### src/rtl/alu8_pkg.sv
package alu8_pkg;

    typedef enum logic [2:0] {
        OP_ADD  = 3'b000,
        OP_SUB  = 3'b001,
        OP_SHL  = 3'b010,
        OP_AND  = 3'b011,
        OP_OR   = 3'b100,
        OP_PASS = 3'b101,
        OP_MUL  = 3'b110,
        OP_NOP  = 3'b111
    } alu_op_e;

    // Map a requested shift of 0..7 onto the enables of the
    // 1-, 2- and 3-position columns (bit0 = 1, bit1 = 2, bit2 = 3).
    // 7 is clamped to 6, the largest reachable sum.
    function automatic logic [2:0] shift_enables(input logic [2:0] amt);
        case (amt)
            3'd0:    return 3'b000;
            3'd1:    return 3'b001;
            3'd2:    return 3'b010;
            3'd3:    return 3'b100;
            3'd4:    return 3'b101;
            3'd5:    return 3'b110;
            default: return 3'b111;
        endcase
    endfunction

endpackage

### src/rtl/alu8_ripple.sv
module alu8_ripple #(
    parameter int W = 16
) (
    input  logic [W-1:0] x,
    input  logic [W-1:0] y,
    input  logic         invert_y,
    output logic [W-1:0] sum
);
    logic [W:0]   carry;
    logic [W-1:0] y_eff;

    assign y_eff    = invert_y ? ~y : y;
    assign carry[0] = invert_y;

    for (genvar i = 0; i < W; i++) begin : g_cell
        assign sum[i]     = x[i] ^ y_eff[i] ^ carry[i];
        assign carry[i+1] = (x[i] & y_eff[i]) | (carry[i] & (x[i] ^ y_eff[i]));
    end

    logic unused_cout;
    assign unused_cout = carry[W];
endmodule

### src/rtl/alu8_shifter.sv
module alu8_shifter #(
    parameter int W      = 16,
    parameter int STAGES = 3
) (
    input  logic [W-1:0]  din,
    input  logic [2:0]    amt,
    output logic [W-1:0]  dout
);
    import alu8_pkg::*;

    logic [STAGES-1:0] en;
    logic [W-1:0]      col [STAGES+1];

    assign en     = shift_enables(amt);
    assign col[0] = din;

    for (genvar s = 0; s < STAGES; s++) begin : g_col
        localparam int SH = s + 1;
        for (genvar i = 0; i < W; i++) begin : g_mux
            if (i >= SH) begin : g_mv
                assign col[s+1][i] = en[s] ? col[s][i-SH] : col[s][i];
            end else begin : g_zf
                assign col[s+1][i] = en[s] ? 1'b0 : col[s][i];
            end
        end
    end

    assign dout = col[STAGES];
endmodule

### src/rtl/alu8_mult.sv
module alu8_mult #(
    parameter int W = 16
) (
    input  logic [W-1:0] x,
    input  logic [W-1:0] y,
    output logic [W-1:0] prod
);
    logic [W-1:0] rows [W];
    logic [W-1:0] nrow [W];
    int           live;
    int           made;

    // Carry-save reduction: groups of three rows become a sum row and a
    // shifted carry row, level by level, until two rows remain.
    always_comb begin
        for (int i = 0; i < W; i++) begin
            rows[i] = y[i] ? (x << i) : '0;
            nrow[i] = '0;
        end
        live = W;
        made = 0;
        for (int lvl = 0; lvl < W; lvl++) begin
            if (live > 2) begin
                for (int i = 0; i < W; i++) nrow[i] = '0;
                made = 0;
                for (int g = 0; g < W; g += 3) begin
                    if (g + 2 < live) begin
                        nrow[made]   = rows[g] ^ rows[g+1] ^ rows[g+2];
                        nrow[made+1] = ((rows[g] & rows[g+1]) | (rows[g] & rows[g+2])
                                       | (rows[g+1] & rows[g+2])) << 1;
                        made = made + 2;
                    end else if (g < live) begin
                        nrow[made] = rows[g];
                        made = made + 1;
                        if (g + 1 < live) begin
                            nrow[made] = rows[g+1];
                            made = made + 1;
                        end
                    end
                end
                for (int i = 0; i < W; i++) rows[i] = nrow[i];
                live = made;
            end
        end
    end

    alu8_ripple #(.W(W)) u_cpa (
        .x        (rows[0]),
        .y        (rows[1]),
        .invert_y (1'b0),
        .sum      (prod)
    );
endmodule

### src/rtl/alu8_top.sv
module alu8_top #(
    parameter int W = 16
) (
    input  logic         clk,
    input  logic         rst,
    input  logic [W-1:0] a,
    input  logic [W-1:0] b,
    input  logic [2:0]   fsel,
    output logic [W-1:0] result
);
    import alu8_pkg::*;

    alu_op_e      op;
    logic [W-1:0] addsub_q, shift_q, mult_q, pick;

    assign op = alu_op_e'(fsel);

    alu8_ripple #(.W(W)) u_addsub (
        .x        (a),
        .y        (b),
        .invert_y (op == OP_SUB),
        .sum      (addsub_q)
    );

    alu8_shifter #(.W(W), .STAGES(3)) u_shift (
        .din  (a),
        .amt  (b[2:0]),
        .dout (shift_q)
    );

    alu8_mult #(.W(W)) u_mult (
        .x    (a),
        .y    (b),
        .prod (mult_q)
    );

    always_comb begin
        case (op)
            OP_ADD,
            OP_SUB:  pick = addsub_q;
            OP_SHL:  pick = shift_q;
            OP_AND:  pick = a & b;
            OP_OR:   pick = a | b;
            OP_PASS: pick = a;
            OP_MUL:  pick = mult_q;
            default: pick = result;
        endcase
    end

    always_ff @(posedge clk) begin
        if (rst)               result <= '0;
        else if (op != OP_NOP) result <= pick;
    end
endmodule

### config.mk
export PLATFORM = sky130hd
export DESIGN_NAME = alu8_top
export DESIGN_NICKNAME = d
export VERILOG_FILES = /design/src/rtl/alu8_pkg.sv /design/src/rtl/alu8_ripple.sv /design/src/rtl/alu8_shifter.sv /design/src/rtl/alu8_mult.sv /design/src/rtl/alu8_top.sv
export SDC_FILE = /design/constraint.sdc
export NUM_CORES = 1
export LEC_CHECK = 0
export ABC_AREA = 1
export BUFFER_PORTS_ARGS = -buffer_cell sky130_fd_sc_hd__buf_2
export CORE_UTILIZATION = 53
export DETAILED_ROUTE_END_ITERATION = 8
export GPL_TIMING_DRIVEN = 0
export PLACE_DENSITY = 0.78
export SYNTH_ARGS = -nofsm -noshare
export SYNTH_HDL_FRONTEND = slang
export SYNTH_SLANG_ARGS = --single-unit
### constraint.sdc
create_clock -name clk -period 7.1 [get_ports clk]
set_input_delay 0.355 -clock clk [delete_from_list [all_inputs] [get_ports clk]]
set_output_delay 0.355 -clock clk [all_outputs]
set_load 0.03 [all_outputs]
* Word-level counts from Yosys, hierarchy flattened
Index checks and enable logic that the tools add are counted.
** Storage, ports and cells
- Logic and storage cells :: 332
- Bits of input ports :: 37
- Bits in registers :: 16
- Output and inout bits :: 16
** Cells by class
- Reduce and logical (&&, ||, !) cells :: 5
- Bitwise gates (word level) :: 247
- Mux-type cells :: 67
- Eq/ne operators :: 12
** Operators with widths (number)
- 15-bit AND :: 42
- 16-bit XOR :: 28
- 15-bit OR :: 28
- 16-bit two-way mux :: 17
- 16-bit case mux with 6 select lines :: 1
- 1-bit XOR :: 61
- 1-bit AND :: 57
- 1-bit two-way mux :: 48
- 1-bit OR :: 28
- 3-bit case mux with 6 select lines :: 1
- 16-bit AND :: 1
- 16-bit inverter :: 1
- 16-bit OR :: 1
- 3-bit == test, second input constant :: 5
- 3-bit by 2-bit == test with 1-bit output, second input constant :: 4
- 3-bit by 1-bit == test with 1-bit output, second input constant :: 2
- 3-bit logical NOT :: 2
- 6-bit nonzero test :: 1
- 3-bit inequality test, second input constant :: 1
- 2-bit AND reduction :: 1
- 2-bit OR reduction :: 1

* Logic depth before layout (Yosys ltp)
Gate-level depths: netlist (run 1).
- Depth in word-level cells :: 48
- Mapped depth :: 39
- Depth with buffers taken out :: 37

* Modules after synthesis
A second synthesis (run 1) with hierarchy kept.
** Second synthesis, totals
- Cells, all modules :: 1112
- Area total of the unflattened synthesis :: 7211.9 µm²
** By module, submodules not included
- alu8_mult :: times used 1, cells each 515, sequential area each 0.0 µm², area an instance 3659.8 µm²
- alu8_top :: times used 1, cells each 292, sequential area each 320.3 µm², area an instance 1572.8 µm²
- alu8_ripple (u_addsub) :: times used 1, cells each 90, sequential area each 0.0 µm², area an instance 670.6 µm²
- alu8_ripple (u_mult.u_cpa) :: times used 1, cells each 90, sequential area each 0.0 µm², area an instance 663.1 µm²
- alu8_shifter :: times used 1, cells each 125, sequential area each 0.0 µm², area an instance 645.6 µm²

* Worst setup path before layout (run 1)
Ideal clock, no wire load.
- Path type :: input to register
- From :: in b[2]
- To :: reg result[15]
- Setup time :: 64 ps
- Arrival :: 7481 ps
- Data required time :: 7036 ps
- Stages on the path :: 37
- Path buffers :: 2
- Path slack :: -445 ps
- Cell sequence :: buf_4 -> clkbuf_1 -> nand2_1 -> fa_1 -> fa_1 -> inv_1 -> fa_1 -> inv_1 -> fa_1 -> inv_1 -> ha_1 -> ha_1 -> ha_1 -> fa_1 -> fa_1 -> fa_1 -> fa_1 -> fa_1 -> inv_1 -> fa_1 -> inv_1 -> fa_1 -> xor2_1 -> inv_1 -> nand2_1 -> nand2_1 -> nand2_1 -> nand2_1 -> inv_1 -> nand3_1 -> nand2_1 -> inv_1 -> nand2_1 -> nand3_1 -> nand2_1 -> nand2_1 -> nor2_1
** On the way
- Word-level cells in the longest chain between the ends :: 41
- Elaborated cells on any way between the ends :: 141
** RTL lines
- start: declaration :: line alu8_top.sv:7 : input logic [W-1:0] b,
- 16-bit two-way mux :: line alu8_mult.sv:17 : rows[i] = y[i] ? (x << i) : '0;
- 16-bit XOR or 15-bit AND (tied branches) :: line alu8_mult.sv:28, alu8_mult.sv:29
- 16-bit XOR or 15-bit OR (tied branches) :: line alu8_mult.sv:28, alu8_mult.sv:29
- 16-bit XOR or 15-bit OR (tied branches) :: line alu8_mult.sv:28, alu8_mult.sv:30
- 16-bit XOR (8 in a row) :: line alu8_mult.sv:28 : nrow[made] = rows[g] ^ rows[g+1] ^ rows[g+2];
- 1-bit XOR or 16-bit XOR (tied branches) :: line alu8_ripple.sv:17, alu8_mult.sv:28
- 1-bit AND or 16-bit XOR (tied branches) :: line alu8_ripple.sv:17, alu8_mult.sv:28
- 1-bit OR or 1-bit XOR (tied branches) :: line alu8_ripple.sv:17 : assign carry[i+1] = (x[i] & y_eff[i]) | (carry[i] & (x[i] ^ y_eff[i]));
- [18 not listed]
- 1-bit AND :: line alu8_ripple.sv:17
- 1-bit OR :: line alu8_ripple.sv:17
- 1-bit AND :: line alu8_ripple.sv:17
- 1-bit OR :: line alu8_ripple.sv:17
- 1-bit AND :: line alu8_ripple.sv:17
- 1-bit OR :: line alu8_ripple.sv:17
- 1-bit XOR :: line alu8_ripple.sv:16 : assign sum[i] = x[i] ^ y_eff[i] ^ carry[i];
- 16-bit case mux with 6 select lines * :: line alu8_top.sv:38 : case (op)
- end signal: assignment :: line alu8_top.sv:52 : else if (op != OP_NOP) result <= pick;
- end: declaration :: line alu8_top.sv:9 : output logic [W-1:0] result
Mark *: on every way between the ends. The rest lies on a longest branch, timed or not.
A chain may end at the register's enable or synchronous reset.

* Worst setup path after layout (run 1)
- From :: in b[3]
- To :: reg result[15]
** On the way
- Word-level cells in the longest chain between the ends :: 39
- Elaborated cells on any way between the ends :: 138
** RTL lines (line)
- 16-bit two-way mux :: alu8_mult.sv:17
- 16-bit XOR (2 in a row) :: alu8_mult.sv:28
- 16-bit XOR or 15-bit AND (tied branches) :: alu8_mult.sv:28, alu8_mult.sv:29
- 16-bit XOR or 15-bit OR (tied branches) :: alu8_mult.sv:28, alu8_mult.sv:29
- 16-bit XOR or 15-bit OR (tied branches) :: alu8_mult.sv:28, alu8_mult.sv:30
- 16-bit XOR (6 in a row) :: alu8_mult.sv:28
- 1-bit XOR or 16-bit XOR (tied branches) :: alu8_ripple.sv:17, alu8_mult.sv:28
- 1-bit AND or 16-bit XOR (tied branches) :: alu8_ripple.sv:17, alu8_mult.sv:28
- [17 not listed]
- 1-bit AND :: alu8_ripple.sv:17
- 1-bit OR :: alu8_ripple.sv:17
- 1-bit AND :: alu8_ripple.sv:17
- 1-bit OR :: alu8_ripple.sv:17
- 1-bit AND :: alu8_ripple.sv:17
- 1-bit OR :: alu8_ripple.sv:17
- 1-bit XOR :: alu8_ripple.sv:16
- 16-bit case mux with 6 select lines * :: alu8_top.sv:38
Marks and branches as above.

==> results of run 1 <==
==> power groups by stage <==
stage / registers, mW / clock network, mW / logic [mW]
after floorplan: 0.147 / 0 / 0.949
after global placement: 0.115 / 0 / 1.34
after detailed placement: 0.115 / 0 / 1.37
after CTS: 0.114 / 0.123 / 1.43
after global routing: 0.116 / 0.127 / 1.64
final: 0.114 / 0.123 / 1.45
==> cell type report <==
class / instances / area, µm² / share of cell area [%]
Multi-Input combinational cell: 600 / 4810 / 69.7
Inverter: 231 / 872 / 12.6
Buffer: 37 / 344 / 4.98
Sequential cell: 16 / 320 / 4.64
Timing Repair Buffer: 51 / 290 / 4.20
Tap cell: 143 / 179 / 2.59
Clock buffer: 4 / 88.8 / 1.29
==> cells in the mapped netlist (2+ instances only) <==
master	count	area (µm²)
o21ai_1	13	65.1
xnor2_1	7	61.3
buf_4	5	37.5
o21ai_2	4	35.0
fa_1	104	2080
o2bb2ai_1	2	17.5
inv_1	220	826
nand3b_1	4	30.0
nand2b_1	2	12.5
nor2_1	25	93.8
buf_2	16	80.1
a211oi_1	3	22.5
o2111ai_1	3	26.3
inv_4	2	12.5
nand2_1	270	1010
buf_6	4	45.0
a221oi_1	8	70.1
buf_1	5	18.8
inv_2	9	33.8
o221ai_1	2	17.5
nor3_1	2	10.0
dfxtp_1	16	320
nor2_2	5	31.3
nand3_1	23	115
o211ai_1	7	52.6
o21a_1	2	15.0
ha_1	35	438
o21ai_0	28	140
a21oi_1	17	85.1
clkbuf_1	14	52.6
xor2_1	15	131
nand2_2	2	12.5
==> how the worst max path moves through the flow <==
stage	startpoint	endpoint	slack [ns]	cells after the start
floorplan	a[3]	result[15]$_SDFFE_PP0P_	0.02	39
global placement	b[0]	result[15]$_SDFFE_PP0P_	-0.64	38
detailed placement	b[0]	result[15]$_SDFFE_PP0P_	-0.85	38
CTS	b[5]	result[15]$_SDFFE_PP0P_	-0.006	39
global route	b[5]	result[15]$_SDFFE_PP0P_	-0.18	39
finish	b[3]	result[15]$_SDFFE_PP0P_	0.11	36
==> metal layers <==
layer | track usage, % | vias up
met5 | 0 | -
met4 | 11.0 | 0
met3 | 5.41 | 57
met2 | 54.2 | 251
met1 | 42.0 | 2779
li1 | - | 2724
==> cells by family (layout without fill, tap and decap cells) <==
kind of cell	count (synthesis)	count (layout)	share of synthesized area [%]
muxes	1	1	0.162
and+or+nand+nor	339	339	22.2
DFF	16	16	5.18
AOI/OAI and AO/OA	99	99	10.6
adders and majority gates	139	139	40.8
buffers and inverters	276	323	18.0
xor gates and xnor gates	22	22	3.12
==> worst max-delay path: cells and delay by family <==
kind | cells | cell delay (ns)
xor gates and xnor gates | 1 | 0.19
adders and majority gates | 13 | 4.86
buffers and inverters | 10 | 0.97
and+or+nand+nor | 12 | 0.79
==> what timing repair did <==
item	CTS	global route
gates cloned	0	0
gates resized for setup	42	6
endpoints found under the setup margin	2	2
pin swaps	9	5
setup buffers	12	0
==> results.sh, run 1 <==
export IMPL_outcome="finished, final reports clean"
export IMPL_grt_overflow=0
export IMPL_antennaDiodeCount=0
export IMPL_grt_pass1_wl_um=28900
export IMPL_num_rows=39
export IMPL_ios=53
export IMPL_switching_share_pct=52.7
export IMPL_intPower_mw=0.799
export IMPL_drive_above_1_share_pct=15.0
export IMPL_maxCapViolCount=0
export IMPL_slew_limit_headroom_pct=62.1
export IMPL_p_leak_nw=4.05
export IMPL_avgViaCountPerCell=5.37
export IMPL_postCtsHoldBufs=0
export IMPL_worstSetupEndpointType="register"
export IMPL_setup_ws_ns=0.114
export IMPL_r2r_cells=4
export IMPL_power_density_nw_per_um2=244
export IMPL_finalNetCount=1116
export IMPL_hold_path_endpoint="result[3]$_SDFFE_PP0P_"
export IMPL_hold_start="rst"
export IMPL_cpPeakStageDelay_ns=0.51
export IMPL_syn_inst=892
export IMPL_period_minus_slack_ns=6.99
export IMPL_dr_pass1_iters=5
export IMPL_ys_ff_latch=16
export IMPL_largest_register="result"
export IMPL_dieWidth_um=110
export IMPL_root_buffer="clkbuf_16"
export IMPL_r2r_end="result[7]$_SDFFE_PP0P_"
export IMPL_clock_latency_ns=0.25
export IMPL_syn_area_um2=6180
export IMPL_drtAntennaViolNets=0
export IMPL_layout_commonest_cell="nand2_1"
export IMPL_synth_seq_area_share_pct=5.18
export IMPL_track_usage_pct=32.2
export IMPL_reg2reg_from="result[7]$_SDFFE_PP0P_"
export IMPL_finalNonFillerCells=1082
export IMPL_power_frac_clock_pct=7.3
export IMPL_rsz0062_at_grt="true"
export IMPL_seq_power_share_pct=6.7
export IMPL_irDropWorstVdd_mv=0.260
export IMPL_reg2reg_slack_ns=6.26
export IMPL_wl_per_cell_um=16.5
export IMPL_required_ns=7.29
export IMPL_crit_type="in -> reg"
export IMPL_grt_pass1_vias=5740
export IMPL_finalSetupViolCount=0
export IMPL_die_y_um=110
export IMPL_reg_largest_list="result: 16 flops"
export IMPL_crit_fanout=6
export IMPL_critPathArrivalTime_ns=7.17
export IMPL_net_switching_power_mw=0.889
export IMPL_grt_max_degree=15
export IMPL_pre_cts_ws_ns=-0.845
export IMPL_finalWeightedCongestion=0.948
export IMPL_design_core_area_um2=11400
export IMPL_dieArea_um2=12100
export IMPL_num_vias=5811
export IMPL_synth_edf_count=0
export IMPL_min_path_cells=4
export IMPL_final_area_um2=6910
export IMPL_synth_warnings=0
export IMPL_fmax_ghz=0.143
export IMPL_share_comb_of_total_power_pct=86.0
export IMPL_wl_um=17900
export IMPL_wl_met1_um=7030
export IMPL_fin_util_pct=60.7
export IMPL_dr_wl_met2_um=8470
export IMPL_tightest_slew_ns=0.566
export IMPL_h_tree_depth=1
export IMPL_syn_avg_cell_area_um2=6.93
export IMPL_clk_pin_slew_ns=0.05
export IMPL_drc=0
export IMPL_ys_types=50
export IMPL_p_total_mw=1.69
export IMPL_dpl_cell_area_um2=6610
export IMPL_layout_common_cells="nand2_1, inv_1, fa_1"
export IMPL_ys_flop_type="dfxtp_1"
export IMPL_start_util_pct=54.4
export IMPL_ys_async_sr_fraction_pct=0
export IMPL_startpoint_type="primary input"
export IMPL_cts_buffers=3
export IMPL_cpMaxStageDelayCell="fa_1"
export IMPL_drv_slew=0
export IMPL_whs_ns=0.453
export IMPL_wl_met3_um=1660
export IMPL_clkSinkCount=16
export IMPL_hold_viol_final=0
export IMPL_largest_register_ffs=16
export IMPL_synth_nets=1068
export IMPL_io_buffers=39
export IMPL_tritoncts="yes"
export IMPL_nFillCells=1091
export IMPL_syn2layout_area_growth_pct=11.7
export IMPL_place_inst=1074
export IMPL_grt_antenna_before_repair=0
export IMPL_clock_skew_ns=0
export IMPL_maxUsedRoutingLayer="met4"
export IMPL_clockBufferDepth=2
export IMPL_drt_iter0_drc=481
export IMPL_dp_final_hpwl_um=14200
export IMPL_hp_class="in -> reg"
export IMPL_period_share_pct=98.4
export IMPL_finalSetupTns_ns=0
export IMPL_cpMostUsedCell="nand2_1"
Note: power is estimated with default switching activity, not from simulation.
==> run 2: changes to the inputs <==
==> constraint.sdc (replaced) <==
create_clock -name clk -period 7.1 [get_ports clk]
set_input_delay 1.42 -clock clk [delete_from_list [all_inputs] [get_ports clk]]
set_output_delay 1.42 -clock clk [all_outputs]
set_load 0.03 [all_outputs]
==> run 2 against run 1 <==
Against the previous run: the run now ends with negative setup slack left; via count is 0.69% lower; setup slack worse by 0.85 ns; power is 7.9% higher; first-iteration DRC count is 2.7% lower.
==> results.sh, run 2 (synthesis results as in run 1) <==
export IMPL_start_util_pct=54.4
export IMPL_hold_viol_final=0
export IMPL_dr_pass1_iters=6
export IMPL_drc=0
export IMPL_grt_max_degree=14
export IMPL_root_buffer="clkbuf_16"
export IMPL_cp_buffers_inverters=11
export IMPL_io_buffers=39
export IMPL_critPathArrivalTime_ns=8.01
export IMPL_grt_antenna_before_repair=0
export IMPL_drv_slew=0
export IMPL_outcome="finished, violations left"
export IMPL_reg2reg_slack_ns=6.26
export IMPL_cpMostUsedCell="fa_2"
export IMPL_reg2reg_from="result[7]$_SDFFE_PP0P_"
export IMPL_largest_register_ffs=16
export IMPL_clk_pin_slew_ns=0.05
export IMPL_r2r_cells=4
export IMPL_switching_share_pct=52.3
export IMPL_hold_path_endpoint="result[0]$_SDFFE_PP0P_"
export IMPL_final_seq_area_um2=320
export IMPL_p_total_mw=1.82
export IMPL_finalSetupTns_ns=-1.31
export IMPL_clkSinkCount=16
export IMPL_dieArea_um2=12100
export IMPL_avgViaCountPerCell=5.31
export IMPL_min_path_cells=2
export IMPL_dpl_cell_area_um2=6710
export IMPL_num_vias=5771
export IMPL_dieWidth_um=110
export IMPL_drt_iter0_drc=468
export IMPL_clock_skew_ns=0
export IMPL_finalNetCount=1122
export IMPL_worstSetupEndpointType="register"
export IMPL_irDropWorstVdd_mv=0.364
export IMPL_track_usage_pct=32.6
export IMPL_reg_largest_list="result: 16 flops"
export IMPL_power_frac_clock_pct=5.8
export IMPL_finalSetupViolCount=3
export IMPL_whs_ns=0.458
export IMPL_dp_final_hpwl_um=14100
export IMPL_tritoncts="yes"
export IMPL_slew_limit_headroom_pct=65.1
export IMPL_design_core_area_um2=11400
export IMPL_drive_above_1_share_pct=18.6
export IMPL_layout_commonest_cell="nand2_1"
export IMPL_ios=53
export IMPL_cts_buffers=3
export IMPL_antennaDiodeCount=0
export IMPL_clockBufferDepth=2
export IMPL_grt_pass1_vias=5716
export IMPL_tightest_slew_ns=0.521
export IMPL_crit_family="adder cells"
export IMPL_hp_class="reg -> reg"
export IMPL_seq_power_share_pct=6.2
export IMPL_rsz0062_at_grt="true"
export IMPL_cpPeakStageDelay_ns=0.55
export IMPL_die_y_um=110
export IMPL_syn2layout_area_growth_pct=16.9
export IMPL_violations="negative setup slack"
export IMPL_place_inst=1074
export IMPL_power_density_nw_per_um2=252
export IMPL_hold_start="result[0]$_SDFFE_PP0P_"
export IMPL_share_comb_of_total_power_pct=88.0
export IMPL_clock_latency_ns=0.24
export IMPL_drtAntennaViolNets=0
export IMPL_cpMaxStageDelayCell="fa_1"
export IMPL_h_tree_depth=1
export IMPL_p_leak_nw=4.14
export IMPL_period_share_pct=110
export IMPL_grt_overflow=0
export IMPL_r2r_end="result[7]$_SDFFE_PP0P_"
export IMPL_crit_type="in -> reg"
export IMPL_setup_ws_ns=-0.731
export IMPL_wl_um=18000
export IMPL_maxCapViolCount=0
export IMPL_layout_common_cells="nand2_1, inv_1, fa_1"
export IMPL_wl_per_cell_um=16.6
export IMPL_grt_pass1_wl_um=29200
export IMPL_crit_fanout=4
export IMPL_multiInputGateArea_um2=4940
export IMPL_largest_register="result"
export IMPL_num_rows=39
export IMPL_net_switching_power_mw=0.951
export IMPL_required_ns=7.28
export IMPL_finalNonFillerCells=1087
export IMPL_nFillCells=1018
export IMPL_period_minus_slack_ns=7.83
export IMPL_finalWeightedCongestion=0.956
export IMPL_intPower_mw=0.869
export IMPL_fmax_ghz=0.128
export IMPL_startpoint_type="primary input"
export IMPL_final_area_um2=7230
## run 2: cell types whose count changed in the layout (fill, tap and decap cells not counted), sizes merged
cell | before | now
buf | 76 | 82
clkbuf | 16 | 15
## run 2: power groups by stage
stage | registers (mW) | logic (mW) | clock network [mW]
final | 0.113 | 1.60 | 0.106
after global routing | 0.116 | 1.79 | 0.112
after CTS | 0.113 | 1.52 | 0.106
after detailed placement | 0.115 | 1.45 | 0
after global placement | 0.115 | 1.42 | 0
after floorplan | 0.147 | 0.993 | 0
## run 2: metrics by stage
step	util, %	setup WS, ns
final	63.6	-0.731
after global routing	63.6	-0.977
after CTS	62.8	-0.790
after detailed placement	59.1	-1.63
after global placement	59.1	-1.49
after floorplan	-	-0.729
## run 2: how the worst max path moves through the flow
stage               start                 endpoint  slack [ns]  cells past startpoint
floorplan            a[4]  result[15]$_SDFFE_PP0P_       -0.73                     39
global placement     a[0]  result[15]$_SDFFE_PP0P_       -1.49                     37
detailed placement   a[0]  result[15]$_SDFFE_PP0P_       -1.63                     37
CTS                  b[1]  result[15]$_SDFFE_PP0P_       -0.79                     38
global route         b[0]  result[15]$_SDFFE_PP0P_       -0.98                     38
finish               b[0]  result[15]$_SDFFE_PP0P_       -0.73                     38
## run 2: metal layers
layer  vias to the layer above  track usage (%)  part of all wire [%]
met3                        48             4.64                   8.0
met2                       235             54.1                    47
met5                         -                0                     0
met4                         0             8.67                   3.2
met1                      2750             44.7                    41
li1                       2738                -                     -
## run 2: timing repair
item | in CTS | in global routing
setup buffers | 17 | 0
setup endpoints to repair | 5 | 4
pin swaps | 9 | 5
gates resized for setup | 66 | 16
hold buffers | 0 | 0
## run 2: area by class of cell
class | count | area share [%]
inverters | 231 | 12.1
plain buffers | 38 | 6.42
clock buffers | 3 | 1.04
multi-input cells | 600 | 68.3
well taps | 143 | 2.48
flip-flops and latches | 16 | 4.43
repair buffers | 56 | 5.26
## run 2: worst min-delay path: cells and delay by family, from the launching register on
family	cells	cell delay (ns)
and+or+nand+nor	1	0.06
DFF	1	0.30
AOI/OAI and AO/OA	1	0.05
==> run 3: changes to the inputs <==
--- a/config.mk
+++ b/config.mk
@@ -10,7 +10,7 @@
 export CORE_UTILIZATION = 53
 export DETAILED_ROUTE_END_ITERATION = 8
 export GPL_TIMING_DRIVEN = 0
-export PLACE_DENSITY = 0.78
+export PLACE_DENSITY = 0.75
 export SYNTH_ARGS = -nofsm -noshare
 export SYNTH_HDL_FRONTEND = slang
 export SYNTH_SLANG_ARGS = --single-unit
==> constraint.sdc (replaced) <==
create_clock -name clk -period 8.58 [get_ports clk]
set_input_delay 1.716 -clock clk [delete_from_list [all_inputs] [get_ports clk]]
set_output_delay 1.716 -clock clk [all_outputs]
set_load 0.03 [all_outputs]
==> run 3 against run 2 <==
Against the previous run: the run now ends clean; clock skew unchanged; critical path depth unchanged; register-to-register slack better by 1.5 ns; hold slack about the same.
==> results.sh, run 3 (synthesis results as in run 1) <==
export IMPL_outcome="finished, final reports clean"
export IMPL_p_leak_nw=4.01
export IMPL_grt_pass1_vias=5539
export IMPL_hold_viol_final=0
export IMPL_largest_register_ffs=16
export IMPL_cp_buffers_inverters=11
export IMPL_finalNetCount=1109
export IMPL_reg_largest_list="result: 16 flops"
export IMPL_die_y_um=110
export IMPL_setup_ws_ns=0.303
export IMPL_grt_antenna_before_repair=0
export IMPL_track_usage_pct=30.8
export IMPL_grt_pass1_wl_um=27900
export IMPL_whs_ns=0.458
export IMPL_final_area_um2=6920
export IMPL_crit_fanout=9
export IMPL_io_buffers=39
export IMPL_layout_common_cells="nand2_1, inv_1, fa_1"
export IMPL_required_ns=8.77
export IMPL_worstSetupEndpointType="register"
export IMPL_power_density_nw_per_um2=208
export IMPL_clk_pin_slew_ns=0.05
export IMPL_clkSinkCount=16
export IMPL_h_tree_depth=1
export IMPL_pre_cts_ws_ns=-0.740
export IMPL_clock_latency_ns=0.24
export IMPL_drv_slew=0
export IMPL_num_rows=39
export IMPL_finalSetupTns_ns=0
export IMPL_grt_max_degree=20
export IMPL_num_vias=5688
export IMPL_crit_type="in -> reg"
export IMPL_cpMaxStageDelayCell="fa_1"
export IMPL_grt_overflow=0
export IMPL_design_core_area_um2=11400
export IMPL_cts_buffers=3
export IMPL_dpl_cell_area_um2=6590
export IMPL_drtAntennaViolNets=0
export IMPL_wl_um=17000
export IMPL_drc=0
export IMPL_period_minus_slack_ns=8.28
export IMPL_avgViaCountPerCell=5.29
export IMPL_tightest_slew_ns=0.542
export IMPL_clockBufferDepth=2
export IMPL_dr_pass1_iters=7
export IMPL_hp_class="reg -> reg"
export IMPL_ios=53
export IMPL_drive_above_1_share_pct=15.2
export IMPL_clock_skew_ns=0
export IMPL_dp_final_hpwl_um=14100
export IMPL_startpoint_type="primary input"
export IMPL_start_util_pct=54.4
export IMPL_crit_family="adder cells"
export IMPL_p_total_mw=1.44
export IMPL_irDropWorstVdd_mv=0.154
export IMPL_antennaDiodeCount=0
export IMPL_fin_util_pct=60.9
export IMPL_postCtsHoldBufs=0
export IMPL_dieWidth_um=110
export IMPL_wl_per_cell_um=15.8
export IMPL_critPathArrivalTime_ns=8.46
export IMPL_finalNonFillerCells=1075
export IMPL_root_buffer="clkbuf_16"
export IMPL_period_share_pct=96.5
export IMPL_largest_register="result"
export IMPL_dieArea_um2=12100
export IMPL_finalSetupViolCount=0
export IMPL_slew_limit_headroom_pct=63.7
export IMPL_finalWeightedCongestion=0.959
export IMPL_layout_commonest_cell="nand2_1"
export IMPL_fmax_ghz=0.121
export IMPL_cpPeakStageDelay_ns=0.55
export IMPL_syn2layout_area_growth_pct=11.9
export IMPL_drt_iter0_drc=374
export IMPL_tritoncts="yes"
export IMPL_place_inst=1074
export IMPL_maxCapViolCount=0
## run 3: cell count changes in the layout (fill, tap and decap cells not counted), moves of 5 or more
cell       delta
buf_8         -5
nand2_1       +6
fa_1          +8
clkbuf_16     -6
fa_2          -8
buf_4         -6
## run 3: worst paths after layout
kind	endpoint	start	cells after the start	slack (ns)
hold reg to reg	result[14]$_SDFFE_PP0P_	result[14]$_SDFFE_PP0P_	2	0.46
setup reg to reg	result[7]$_SDFFE_PP0P_	result[7]$_SDFFE_PP0P_	4	7.73
hold / removal	result[14]$_SDFFE_PP0P_	result[14]$_SDFFE_PP0P_	2	0.46
setup / recovery	result[15]$_SDFFE_PP0P_	a[2]	38	0.30
## run 3: what timing repair did
item	in CTS	in global routing
cloned	0	0
hold endpoints to repair	0	0
setup buffers	3	10
pin swaps	4	21
setup endpoints to repair	2	2
resized for setup	22	58
## run 3: power by group
part	internal (mW)	switching (mW)
sequential	0.0879	0.00578
combinational	0.536	0.710
clock	0.0708	0.0289
total	0.694	0.744
## run 3: tightest hold or removal path, cell delays in order (launching register included)
cell and delay, ns:
dfxtp_1 0.30, nand2_1 0.06, a21oi_1 0.05
## run 3: layout make-up
cell class / instances / area, µm²
clock buffer: 4 / 88.8
multi-input combinational: 600 / 4870
timing repair buffer: 52 / 334
inverter: 231 / 872
tap: 143 / 179
buffer: 29 / 255
sequential: 16 / 320
fill: 1087 / 4450
## run 3: metal layers
| layer | wire (µm) | vias up | GRT usage [%] |
|---|---|---|---|
| met3 | 1340 | 51 | 4.17 |
| met2 | 7900 | 232 | 50.4 |
| met1 | 7010 | 2691 | 41.9 |
| met5 | 0 | - | 0 |
| met4 | 702 | 0 | 10.6 |
| li1 | - | 2714 | - |
